<file path="config.mk">
export PLATFORM = sky130hd
export DESIGN_NAME = i2c_ackstop_seq
export DESIGN_NICKNAME = d
export VERILOG_FILES = /design/src/rtl/ackstop_pkg.sv /design/src/rtl/ackstop_brg.sv /design/src/rtl/ackstop_fsm.sv /design/src/rtl/ackstop_flags.sv /design/src/rtl/i2c_ackstop_seq.sv
export SDC_FILE = /design/constraint.sdc
export NUM_CORES = 1
export LEC_CHECK = 0
export ABC_CLOCK_PERIOD_IN_PS = 4700
export BUFFER_PORTS_ARGS = -buffer_cell sky130_fd_sc_hd__buf_2
export CAP_MARGIN = 20
export CORE_AREA = 2 2 58 60
export DETAILED_ROUTE_END_ITERATION = 16
export DIE_AREA = 0 0 60 62
export PLACE_DENSITY = 0.72
export SLEW_MARGIN = 20
export SYNTH_ARGS = -nofsm -noshare
export SYNTH_HDL_FRONTEND = slang
export SYNTH_SLANG_ARGS = --single-unit
</file>
<file path="constraint.sdc">
create_clock -name clk -period 4.7 [get_ports clk]
set_input_delay 0 -clock clk [delete_from_list [all_inputs] [get_ports clk]]
set_output_delay 0 -clock clk [all_outputs]
set_load 0.02 [all_outputs]
</file>
<file path="src/rtl/ackstop_pkg.sv">
package ackstop_pkg;

  typedef enum logic [2:0] {
    ST_IDLE,
    ST_ACK_LOW,
    ST_ACK_HIGH,
    ST_STP_SDA,
    ST_STP_SCL,
    ST_STP_REL
  } seq_state_t;

  localparam int FLAG_N   = 3;
  localparam int FLAG_IRQ = 0;
  localparam int FLAG_COL = 1;
  localparam int FLAG_STP = 2;

  // Line level a phase must read back before its period may start.
  function automatic logic line_level_ok(seq_state_t st, logic scl, logic sda);
    case (st)
      ST_ACK_LOW:  return !scl;
      ST_ACK_HIGH: return scl;
      ST_STP_SDA:  return !sda;
      ST_STP_SCL:  return scl;
      ST_STP_REL:  return scl && sda;
      default:     return 1'b0;
    endcase
  endfunction

endpackage

</file>
<file path="src/rtl/ackstop_brg.sv">
module ackstop_brg #(
  parameter int CNT_W = 8
) (
  input  logic             clk,
  input  logic             rst_n,
  input  logic [CNT_W-1:0] reload,
  input  logic             arm,
  input  logic             halt,
  output logic             tick,
  output logic             armed
);

  logic [CNT_W-1:0] cnt_q;
  logic             armed_q;

  function automatic logic [CNT_W-1:0] count_down(logic [CNT_W-1:0] v);
    return (v == '0) ? v : v - 1'b1;
  endfunction

  always_ff @(posedge clk) begin
    if (!rst_n) begin
      cnt_q   <= '0;
      armed_q <= 1'b0;
    end else if (halt) begin
      cnt_q   <= '0;
      armed_q <= 1'b0;
    end else if (arm) begin
      cnt_q   <= reload;
      armed_q <= 1'b1;
    end else if (armed_q) begin
      cnt_q   <= count_down(cnt_q);
    end
  end

  assign tick  = armed_q && (cnt_q == '0);
  assign armed = armed_q;

  // a running period is never restarted by the sequencer
  p_no_rearm_r3: assert property (@(posedge clk) disable iff (!rst_n)
    arm |-> !armed_q);

endmodule

</file>
<file path="src/rtl/ackstop_fsm.sv">
module ackstop_fsm
  import ackstop_pkg::*;
(
  input  logic       clk,
  input  logic       rst_n,
  input  logic       ack_go,
  input  logic       ack_bit,
  input  logic       stop_go,
  input  logic       scl_in,
  input  logic       sda_in,
  input  logic       tick,
  input  logic       armed,
  output logic       arm,
  output logic       halt,
  output logic       scl_drive_low,
  output logic       sda_drive_low,
  output logic       ack_busy,
  output logic       stop_busy,
  output logic       stop_det,
  output logic       seq_done
);

  seq_state_t state_q, state_d;
  logic       ack_bit_q;
  logic       scl_hold_q;
  logic       level_ok;

  assign level_ok = line_level_ok(state_q, scl_in, sda_in);
  assign arm      = (state_q != ST_IDLE) && level_ok && !armed;
  assign halt     = tick;

  always_comb begin
    state_d = state_q;
    case (state_q)
      ST_IDLE: begin
        if (ack_go)       state_d = ST_ACK_LOW;
        else if (stop_go) state_d = ST_STP_SDA;
      end
      ST_ACK_LOW:  if (tick) state_d = ST_ACK_HIGH;
      ST_ACK_HIGH: if (tick) state_d = ST_IDLE;
      ST_STP_SDA:  if (tick) state_d = ST_STP_SCL;
      ST_STP_SCL:  if (tick) state_d = ST_STP_REL;
      ST_STP_REL:  if (tick) state_d = ST_IDLE;
      default:     state_d = ST_IDLE;
    endcase
  end

  always_ff @(posedge clk) begin
    if (!rst_n) begin
      state_q    <= ST_IDLE;
      ack_bit_q  <= 1'b1;
      scl_hold_q <= 1'b0;
    end else begin
      state_q <= state_d;
      if (state_q == ST_IDLE && ack_go)
        ack_bit_q <= ack_bit;
      if (tick && state_q == ST_ACK_HIGH)
        scl_hold_q <= 1'b1;
      else if (tick && state_q == ST_STP_SDA)
        scl_hold_q <= 1'b0;
    end
  end

  assign ack_busy  = (state_q == ST_ACK_LOW) || (state_q == ST_ACK_HIGH);
  assign stop_busy = (state_q == ST_STP_SDA) || (state_q == ST_STP_SCL) ||
                     (state_q == ST_STP_REL);

  assign scl_drive_low = (state_q == ST_ACK_LOW) || (state_q == ST_STP_SDA) ||
                         ((state_q == ST_IDLE) && scl_hold_q);
  assign sda_drive_low = (ack_busy && !ack_bit_q) ||
                         (state_q == ST_STP_SDA) || (state_q == ST_STP_SCL);

  assign stop_det = (state_q == ST_STP_REL) && arm;
  assign seq_done = tick && ((state_q == ST_ACK_HIGH) || (state_q == ST_STP_REL));

  // acknowledge start pulls SCL low on the next cycle
  p_ack_start_r2: assert property (@(posedge clk) disable iff (!rst_n)
    (state_q == ST_IDLE && ack_go) |=> (ack_busy && scl_drive_low));

  // high phase cannot end while a slave still holds SCL low
  p_stretch_wait_r4: assert property (@(posedge clk) disable iff (!rst_n)
    (state_q == ST_ACK_HIGH && !scl_in && !armed) |=> (state_q == ST_ACK_HIGH));

  // while SCL is released for the stop, SDA is still held low
  p_stop_setup_r5: assert property (@(posedge clk) disable iff (!rst_n)
    (state_q == ST_STP_SCL) |-> (sda_drive_low && !scl_drive_low));

  // never both sequences at once
  p_one_seq_r11: assert property (@(posedge clk) disable iff (!rst_n)
    $onehot0({ack_busy, stop_busy}));

endmodule

</file>
<file path="src/rtl/ackstop_flags.sv">
module ackstop_flags
  import ackstop_pkg::*;
#(
  parameter int DATA_W = 8
) (
  input  logic              clk,
  input  logic              rst_n,
  input  logic              set_irq,
  input  logic              set_stop,
  input  logic              busy,
  input  logic              buf_wr,
  input  logic [DATA_W-1:0] buf_wdata,
  input  logic [FLAG_N-1:0] flag_clr,
  output logic              irq_flag,
  output logic              wcol_flag,
  output logic              stop_seen,
  output logic [DATA_W-1:0] tx_buf
);

  logic [FLAG_N-1:0] flag_q;
  logic [FLAG_N-1:0] flag_set;
  logic [DATA_W-1:0] buf_q;

  assign flag_set[FLAG_IRQ] = set_irq;
  assign flag_set[FLAG_COL] = buf_wr && busy;
  assign flag_set[FLAG_STP] = set_stop;

  for (genvar i = 0; i < FLAG_N; i++) begin : g_flag
    always_ff @(posedge clk) begin
      if (!rst_n)            flag_q[i] <= 1'b0;
      else if (flag_set[i])  flag_q[i] <= 1'b1;
      else if (flag_clr[i])  flag_q[i] <= 1'b0;
    end
  end

  always_ff @(posedge clk) begin
    if (!rst_n)                buf_q <= '0;
    else if (buf_wr && !busy)  buf_q <= buf_wdata;
  end

  assign irq_flag  = flag_q[FLAG_IRQ];
  assign wcol_flag = flag_q[FLAG_COL];
  assign stop_seen = flag_q[FLAG_STP];
  assign tx_buf    = buf_q;

  // a refused write flags a collision and keeps the buffer
  p_wcol_keep_r9: assert property (@(posedge clk) disable iff (!rst_n)
    (buf_wr && busy) |=> (wcol_flag && $stable(tx_buf)));

  // the interrupt flag only drops after a software clear
  p_irq_sticky_r10: assert property (@(posedge clk) disable iff (!rst_n)
    (irq_flag && !flag_clr[FLAG_IRQ]) |=> irq_flag);

endmodule

</file>
<file path="src/rtl/i2c_ackstop_seq.sv">
module i2c_ackstop_seq
  import ackstop_pkg::*;
#(
  parameter int CNT_W  = 8,
  parameter int DATA_W = 8
) (
  input  logic              clk,
  input  logic              rst_n,
  input  logic [CNT_W-1:0]  brg_reload,
  input  logic              ack_go,
  input  logic              ack_bit,
  input  logic              stop_go,
  input  logic              buf_wr,
  input  logic [DATA_W-1:0] buf_wdata,
  input  logic [2:0]        flag_clr,
  input  logic              scl_in,
  input  logic              sda_in,
  output logic              scl_drive_low,
  output logic              sda_drive_low,
  output logic              ack_busy,
  output logic              stop_busy,
  output logic              irq_flag,
  output logic              wcol_flag,
  output logic              stop_seen,
  output logic [DATA_W-1:0] tx_buf
);

  localparam int CLR_W = FLAG_N;

  logic brg_tick, brg_armed, brg_arm, brg_halt;
  logic stop_det, seq_done, any_busy;

  ackstop_brg #(.CNT_W(CNT_W)) u_brg (
    .clk    (clk),
    .rst_n  (rst_n),
    .reload (brg_reload),
    .arm    (brg_arm),
    .halt   (brg_halt),
    .tick   (brg_tick),
    .armed  (brg_armed)
  );

  ackstop_fsm u_fsm (
    .clk           (clk),
    .rst_n         (rst_n),
    .ack_go        (ack_go),
    .ack_bit       (ack_bit),
    .stop_go       (stop_go),
    .scl_in        (scl_in),
    .sda_in        (sda_in),
    .tick          (brg_tick),
    .armed         (brg_armed),
    .arm           (brg_arm),
    .halt          (brg_halt),
    .scl_drive_low (scl_drive_low),
    .sda_drive_low (sda_drive_low),
    .ack_busy      (ack_busy),
    .stop_busy     (stop_busy),
    .stop_det      (stop_det),
    .seq_done      (seq_done)
  );

  assign any_busy = ack_busy || stop_busy;

  ackstop_flags #(.DATA_W(DATA_W)) u_flags (
    .clk       (clk),
    .rst_n     (rst_n),
    .set_irq   (seq_done),
    .set_stop  (stop_det),
    .busy      (any_busy),
    .buf_wr    (buf_wr),
    .buf_wdata (buf_wdata),
    .flag_clr  (flag_clr[CLR_W-1:0]),
    .irq_flag  (irq_flag),
    .wcol_flag (wcol_flag),
    .stop_seen (stop_seen),
    .tx_buf    (tx_buf)
  );

  // stop is only recognised after both lines read high
  p_stop_level_r7: assert property (@(posedge clk) disable iff (!rst_n)
    $rose(stop_seen) |-> $past(scl_in && sda_in));

  // completion of any sequence raises the interrupt flag
  p_irq_end_r8: assert property (@(posedge clk) disable iff (!rst_n)
    $fell(any_busy) |-> irq_flag);

  // acknowledge never raises the stop flag by itself
  p_ack_no_stop_r6: assert property (@(posedge clk) disable iff (!rst_n)
    (ack_busy && !stop_seen) |=> !stop_seen);

endmodule

</file>
* Word-level counts from Yosys, hierarchy flattened
Cells that the tools add are included.
** Cells by class
- Add/subtract/negate cells :: 1
- Equal/unequal tests :: 11
- Mux-type cells :: 19
- Bitwise logic cells :: 1
- Reductions and logical operators :: 40
** Operators with widths (number)
- $mux W8 :: 3
- $mux W3 :: 6
- $pmux W3 S5 :: 1
- $logic_and A1 B1 Y1 :: 13
- $ne A2 B1 Y1 const B :: 5
- $reduce_bool A2 Y1 :: 5
- $logic_or A1 B1 Y1 :: 9
- $logic_not A8 Y1 :: 1
- $mux W1 :: 8
- $sub A8 B1 Y8 const B :: 1
- $eq A3 B2 Y1 const B :: 2
- $eq A3 B3 Y1 const B :: 2
- $reduce_or A2 Y1 :: 3
- $logic_not A1 Y1 :: 5
- $reduce_and A5 Y1 :: 1
- $pmux W1 S4 :: 1
- $eq A3 B1 Y1 const B :: 1
- $logic_not A3 Y1 :: 1
- $ne A3 B3 Y1 const B :: 1
- $reduce_bool A3 Y1 :: 1
- $reduce_and A2 Y1 :: 1
- $not A1 Y1 :: 1
** Storage, ports and cells
- Register bits :: 25
- Bits of input ports :: 27
- Output and inout port bits :: 15
- Logic and storage cells :: 81

* Depth between registers and ports, before layout
Gate-level depths: netlist of the first run.
- Depth in word-level cells :: 7
- Depth in mapped cells :: 6
- Mapped depth without buffers :: 6

* Cells and area by module
A second synthesis of the first run with hierarchy kept.
** Unflattened totals
- Cell total of the unflattened synthesis :: 160
- Area, all modules :: 1418.9 sq um
** By module, submodules not included
- ackstop_brg :: times used 1, cells each 60, area each 514.2 sq um, seq. area each 180.2 sq um
- ackstop_flags :: times used 1, cells each 46, area each 456.7 sq um, seq. area each 220.2 sq um
- ackstop_fsm :: times used 1, cells each 53, area each 441.7 sq um, seq. area each 100.1 sq um
- i2c_ackstop_seq :: times used 1, cells each 1, area each 6.3 sq um, seq. area each 0.0 sq um

* Least setup slack after synthesis of the first run
Ideal clock, no wire load.
- Path type :: reg2reg
- Start :: reg u_brg.cnt_q[0]
- End :: reg u_brg.cnt_q[4]
- Library setup time :: 75 ps
- Arrival :: 1496 ps
- Data required time :: 4625 ps
- Slack :: 3129 ps
- Stages on the path, launching flop included :: 7
- Buffers on the path :: 0
- Clock period less this slack :: 1571 ps
- Path through :: dfxtp_1 -> inv_1 -> ha_1 -> or3b_1 -> a2111oi_0 -> a31oi_1 -> a31oi_1
** On the way
- Word-level cells in the longest chain between the ends :: 4
- Elaborated cells on any way between the ends :: 9
- Classes of those cells :: 1 x add/sub; 1 x eq/ne; 3 x mux; 4 x reduce/logical
** RTL lines
- start, declared :: RTL line ackstop_brg.sv:13 : logic [CNT_W-1:0] cnt_q;
- start signal, assigned :: RTL line ackstop_brg.sv:28 : cnt_q <= reload;
- start signal, assigned :: RTL line ackstop_brg.sv:31 : cnt_q <= count_down(cnt_q);
- $sub A8 B1 Y8 :: RTL line ackstop_brg.sv:17 : return (v == '0) ? v : v - 1'b1;
- $mux W8 :: RTL line ackstop_brg.sv:17
- $mux W8 :: RTL line ackstop_brg.sv:30 : end else if (armed_q) begin
- $mux W8 :: RTL line ackstop_brg.sv:27 : end else if (arm) begin
Parallel ways exist; a longest one is shown, timed or not. The select of a mux whose other input is x is not followed.
A chain may end at the register's enable or synchronous reset.

* Final worst setup path of the first run
- Start :: reg u_fsm.state_q[0]
- End :: reg u_fsm.ack_bit_q
** On the way
- Word-level cells in the longest chain between the ends :: 2
** RTL lines
- start, declared :: RTL line ackstop_fsm.sv:23 : seq_state_t state_q, state_d;
- start signal, assigned :: RTL line ackstop_fsm.sv:54 : state_q <= state_d;
- $logic_not A3 Y1 :: RTL line ackstop_fsm.sv:55 : if (state_q == ST_IDLE && ack_go)
- $logic_and A1 B1 Y1 :: RTL line ackstop_fsm.sv:55
- end signal, assigned :: RTL line ackstop_fsm.sv:56 : ack_bit_q <= ack_bit;
- end, declared :: RTL line ackstop_fsm.sv:24 : logic ack_bit_q;
Every way passes these cells.

==> impl_metrics.toml, run 1 <==
[synthesis]
ys_seq_elements = 25
synthArstFlopShare_pct = 0
ys.flop_type = "dfxtp_1"
postSynthCellCount = 158
yosys_warnings = 0
post_synth.cell_area_avg_um2 = 8.59
syn_area_um2 = 1360
ys_types = 43
syn_nets = 187
ys_seq_area_share_pct = 36.9
synth-edff-count = 0

[worst_setup_path]
r2r_setup_slack_ns = 2.18
slowest_delay_ns = 0.56
cp_top_family = "buffers and inverters"
cp-end-kind = "flip-flop"
r2r-end = "u_fsm.ack_bit_q$_SDFFE_PN1P_"
crit_buf_inv = 2
ff2ff_path_depth = 6
cp-start-kind = "flip-flop"
r2r_start = "u_fsm.state_q[0]$_SDFFE_PN0P_"
crit_chain = "nor3_1, nand2_1, mux2i_1, dlygate4sd3_1, nand2_1, dlygate4sd3_1"
slowest_stage = "dlygate4sd3_1"
cp_max_fo = 16
cp.required_ns = 4.94
crit_type = "flip-flop to flip-flop"
arrival_ns = 2.75

[final_layout]
drive_gt1_share_pct = 25.7
antenna_cells = 0
mostFrequentLayoutCells = "buf_2, dfxtp_1, dlygate4sd3_1"
fillers = 283
mostFrequentLayoutCell = "buf_2"
syn2layout_area_growth_pct = 34.7
nNetsFinal = 248
seq_area_um2 = 500
finish.utilization_pct = 57.5
multi_input_area_um2 = 806

[job]
maxCapViolCount = 0

[clock_tree]
cts_buffer_depth = 2
cts_buffers = 3
tritoncts = "yes"
root_buffer = "clkbuf_4"
htree_levels = 1
insertion_delay_ns = 0.32
cts_resized = 0
clock_sinks = 25
clk_pin_slew_worst_paths_ns = 0.16

[power_and_ir_drop]
p_per_area_nw_per_um2 = 565
total_power_w = 0.00103
p_leak_nw = 0.810
peakVddDrop_mv = 0.407

[detailed_routing]
wl_per_cell_um = 12.5
antenna_left = 0
first_pass_iters = 4
via_count = 1356
viasPerCell = 5.14
drt-total-wl_mm = 3.31
initialDrtViolationCount = 25
drc = 0

[timing]
relSlewSlack_pct = 57.7
tightest_slew_ns = 0.635
rsz0062_at_grt = "false"
setup_tns_ns = 0
final-setup-viol-count = 0
setup_ws_ns = 2.18
clock-skew-final_ns = 0.00707
fmax_ghz = 0.397
fin_crit_sh_pct = 53.5
whs_ns = 0.0105
drv_slew = 0
final_hold_viol_count = 0
fin_crit_ns = 2.52

[die]
die_area_um2 = 3720
initial_core_util_pct = 42.7
core-area_um2 = 3180
core.rowCount = 21
fp.dieW_um = 60
die_h_um = 62
io_pins = 42

[global_route]
globalRouteOverflowTotal = 0
grt_pass1_vias = 1230
grt_max_degree = 17
antenna_found_initial = 0
grt_pass1_wl_mm = 5.47
grt_usage_pct = 19.0

[placed_design]
routabilityCongestion = 0.837
pre_cts_ws_ns = 2.93
io_buffers = 41
dp_hpwl_mm = 2.31

[worst_hold_path]
hp-class = "input pin to flip-flop"
min-delay-start = "brg_reload[3]"
min_to = "u_brg.cnt_q[3]$_SDFFE_PP0P_"
min_path_cells = 3

[status]
status = "finished, final reports clean"
==> state kept, by name, indices dropped and copies added (netlist names) <==
signal / cells
u_flags.tx_buf: 8
u_brg.armed: 1
u_flags.wcol_flag: 1
u_fsm.state_q: 3
u_fsm.ack_bit_q: 1
u_flags.stop_seen: 1
u_fsm.scl_hold_q: 1
u_flags.irq_flag: 1
u_brg.cnt_q: 8
==> synth_stat cells, drive strengths merged, types with 2 or more instances <==
cell | n | area [um^2]
nor3 | 10 | 60.1
o21ai | 3 | 18.8
clkbuf | 3 | 11.3
and3 | 2 | 13.8
xnor2 | 2 | 17.5
a31oi | 3 | 18.8
o21a | 3 | 22.5
nor2 | 17 | 63.8
nor4 | 2 | 27.5
buf | 2 | 10.0
inv | 8 | 30.0
nand2b | 2 | 12.5
ha | 2 | 25.0
nand3 | 4 | 20.0
dfxtp | 25 | 500
o211ai | 2 | 15.0
nand2 | 12 | 45.0
a211oi | 7 | 57.6
mux2i | 12 | 120
a21oi | 15 | 75.1
nor2b | 6 | 37.5
==> power breakdown <==
group	internal (W)	switching, W	leakage (nW)	total [W]
sequential	0.000274	0.0000922	0.205	0.000366
combinational	0.000250	0.000313	0.591	0.000563
clock	0.0000325	0.0000718	0.0139	0.000104
==> routing by layer <==
layer,vias up,part of all wire [%],GRT usage [%]
met1,614,48,26.7
met2,43,46,31.4
met4,0,0.63,4.76
met3,2,5.2,1.86
li1,697,-,-
met5,-,0,0
==> worst max path at each step <==
stage | start | end | slack, ns | cells after the start
after floorplan | u_brg.cnt_q[0]$_SDFFE_PP0P_ | u_brg.cnt_q[4]$_SDFFE_PP0P_ | 3.13 | 6
after global placement | u_fsm.state_q[0]$_SDFFE_PN0P_ | u_flags.tx_buf[0]$_SDFFE_PN0P_ | 2.94 | 4
after detailed placement | u_brg.cnt_q[0]$_SDFFE_PP0P_ | u_brg.cnt_q[5]$_SDFFE_PP0P_ | 2.93 | 6
after CTS | u_fsm.state_q[0]$_SDFFE_PN0P_ | u_fsm.ack_bit_q$_SDFFE_PN1P_ | 2.18 | 6
after global routing | u_fsm.state_q[0]$_SDFFE_PN0P_ | u_fsm.ack_bit_q$_SDFFE_PN1P_ | 2.00 | 6
final | u_fsm.state_q[0]$_SDFFE_PN0P_ | u_fsm.ack_bit_q$_SDFFE_PN1P_ | 2.18 | 6
==> kinds of logic after synthesis <==
| kind of cell | count (synthesis) | synth area share (%) |
|---|---|---|
| AO/OA/AOI/OAI | 42 | 21.1 |
| AND/OR/NAND/NOR | 61 | 25.4 |
| XOR/XNOR | 2 | 1.29 |
| buffers and inverters | 13 | 3.78 |
| multiplexers | 13 | 9.68 |
| adder cells (fa/ha/maj) | 2 | 1.84 |
| flip-flops | 25 | 36.9 |
==> cell type report <==
class                           count  share of cell area (%)
Clock inverter                      1                   0.410
Clock buffer                        3                    1.23
Sequential cell                    25                    27.4
Tap cell                           46                    3.15
Multi-Input combinational cell    120                    44.0
Timing Repair Buffer               61                    22.2
Inverter                            8                    1.64
==> tightest hold or removal path, stage by stage <==
cell and delay, ns:
buf_2 0.08, nor3_1 0.04, a211oi_1 0.18
==> through the flow <==
| step | std cells | area, um^2 |
|---|---|---|
| 3_3_place_gp | 240 | 1600 |
| 6_report | 264 | 1830 |
| 3_5_place_dp | 240 | 1600 |
| 5_1_grt | 264 | 1830 |
| 2_1_floorplan | 158 | 1360 |
| 4_1_cts | 264 | 1830 |
==> what timing repair did <==
action                                  CTS  global route
endpoints found under the setup margin    0             0
hold endpoints to repair                 18             0
buffers inserted                          0             0
hold buffers                             20             0
No activity file was read; power rests on OpenSTA's default activity.
==> run 2, diff against run 1 <==
--- a/config.mk
+++ b/config.mk
@@ -5,7 +5,7 @@
 export SDC_FILE = /design/constraint.sdc
 export NUM_CORES = 1
 export LEC_CHECK = 0
-export ABC_CLOCK_PERIOD_IN_PS = 4700
+export ABC_CLOCK_PERIOD_IN_PS = 2600
 export BUFFER_PORTS_ARGS = -buffer_cell sky130_fd_sc_hd__buf_2
 export CAP_MARGIN = 20
 export CORE_AREA = 2 2 58 60
==> constraint.sdc (replaced) <==
create_clock -name clk -period 2.6 [get_ports clk]
set_input_delay 0 -clock clk [delete_from_list [all_inputs] [get_ports clk]]
set_output_delay 0 -clock clk [all_outputs]
set_load 0.02 [all_outputs]
==> run 2 against run 1 <==
Effect of this change:
- critical path depth unchanged
- clock power increased by 76%
- setup slack worse by 1.9 ns
- die area unchanged
- critical path type unchanged
==> impl_metrics.toml, run 2 (synthesized netlist as in run 1, its figures left out) <==
[clock_tree]
post-cts-setup-buffer-count = 0
clock_sinks = 25
insertion_delay_ns = 0.32
cts_buffer_depth = 2
root_buffer = "clkbuf_4"
cts_buffers = 3
htree_levels = 1
clk_pin_slew_worst_paths_ns = 0.15
tritoncts = "yes"

[detailed_routing]
viasPerCell = 5.21
wl_met3_um = 170
via_count = 1375
antenna_left = 0
first_pass_iters = 4
drt-total-wl_mm = 3.30
m1WireLength_mm = 1.55
wl_met2_mm = 1.56
routed.top_layer = "met4"
drc = 0
initialDrtViolationCount = 42
wl_per_cell_um = 12.5

[timing]
clock-skew-final_ns = 0.00959
final-setup-viol-count = 0
drv_slew = 0
tightest_slew_ns = 0.639
fin_crit_ns = 2.36
fmax_ghz = 0.424
rsz0062_at_grt = "false"
setup_tns_ns = 0
relSlewSlack_pct = 57.4
fin_crit_sh_pct = 90.8
setup_ws_ns = 0.239
final_hold_viol_count = 0

[final_layout]
fillers = 288
antenna_cells = 0
mostFrequentLayoutCell = "buf_2"
seq_area_um2 = 500
nNetsFinal = 248
multi_input_area_um2 = 811
syn2layout_area_growth_pct = 35.1
mostFrequentLayoutCells = "buf_2, dfxtp_1, dlygate4sd3_1"
drive_gt1_share_pct = 26.1

[global_route]
grt_max_degree = 17
grt_pass1_wl_mm = 5.22
antenna_found_initial = 0
globalRouteOverflowTotal = 0
grt_pass1_vias = 1187
grt_usage_pct = 18.3

[worst_setup_path]
crit_chain = "nor3_2, nand2_1, mux2i_1, dlygate4sd3_1, nand2_1, dlygate4sd3_1"
crit_type = "flip-flop to flip-flop"
cp_max_fo = 16
cp.required_ns = 2.82
slowest_delay_ns = 0.56
slowest_stage = "dlygate4sd3_1"
crit_buf_inv = 2
cp_top_family = "buffers and inverters"
cp-end-kind = "flip-flop"
arrival_ns = 2.58
cp-start-kind = "flip-flop"

[job]
maxCapViolCount = 0

[power_and_ir_drop]
p_leak_nw = 0.811
total_power_w = 0.00188
p_per_area_nw_per_um2 = 1020
peakVddDrop_mv = 0.765

[die]
die_area_um2 = 3720
core-area_um2 = 3180
fp.dieW_um = 60
initial_core_util_pct = 42.7
core.rowCount = 21
die_h_um = 62
io_pins = 42

[worst_hold_path]
hp-class = "input pin to flip-flop"

[placed_design]
pre_cts_ws_ns = 0.793
routabilityCongestion = 0.842
dp_hpwl_mm = 2.30
io_buffers = 41

[status]
status = "finished, final reports clean"
==> run 2: what timing repair did <==
action / CTS / global route
endpoints found under the hold margin: 18 / 0
gates resized for setup: 0 / 1
setup endpoints to repair: 0 / 1
hold buffers: 20 / 0
==> run 2: final cells by class <==
cell class,instances,share of cell area [%]
Multi-Input combinational cell,120,44.2
Sequential cell,25,27.3
Inverter,8,1.64
Clock buffer,3,1.23
Timing Repair Buffer,61,22.1
Tap cell,46,3.14
Clock inverter,1,0.409
==> run 2: routing by layer <==
layer	vias up	GRT usage, %
met5	-	0
met1	619	24.1
li1	702	-
met2	52	31.4
met3	2	2.28
met4	0	5.71
==> run 2: final timing paths <==
path	endpoint	slack, ns	cells past startpoint	startpoint
min	u_brg.cnt_q[2]$_SDFFE_PP0P_	0.02	3	brg_reload[2]
min reg2reg	u_flags.stop_seen$_SDFFE_PN0P_	0.49	2	u_flags.stop_seen$_SDFFE_PN0P_
max	u_fsm.ack_bit_q$_SDFFE_PN1P_	0.24	6	u_fsm.state_q[0]$_SDFFE_PN0P_
max reg2reg	u_fsm.ack_bit_q$_SDFFE_PN1P_	0.24	6	u_fsm.state_q[0]$_SDFFE_PN0P_
==> run 2: through the flow <==
stage,area [um^2],hold WS (ns),utilization [%],std cells
after floorplan,1360,0.125,-,158
after global placement,1600,0.217,50.3,240
after detailed placement,1600,0.220,50.3,240
after CTS,1830,0.0163,57.5,264
after global routing,1830,0.0321,57.7,264
final,1830,0.0172,57.7,264
==> run 2: report_power, final <==
part           internal [W]  total [W]  switching, W  leakage [nW]
Sequential         0.000495   0.000666      0.000171         0.205
Clock             0.0000586   0.000183      0.000124        0.0139
Combinational      0.000458    0.00103      0.000571         0.592
==> run 2: tightest hold or removal path, cell delays in order <==
cell      delay (ns)
buf_2           0.08
nor3_1          0.04
a211oi_1        0.18
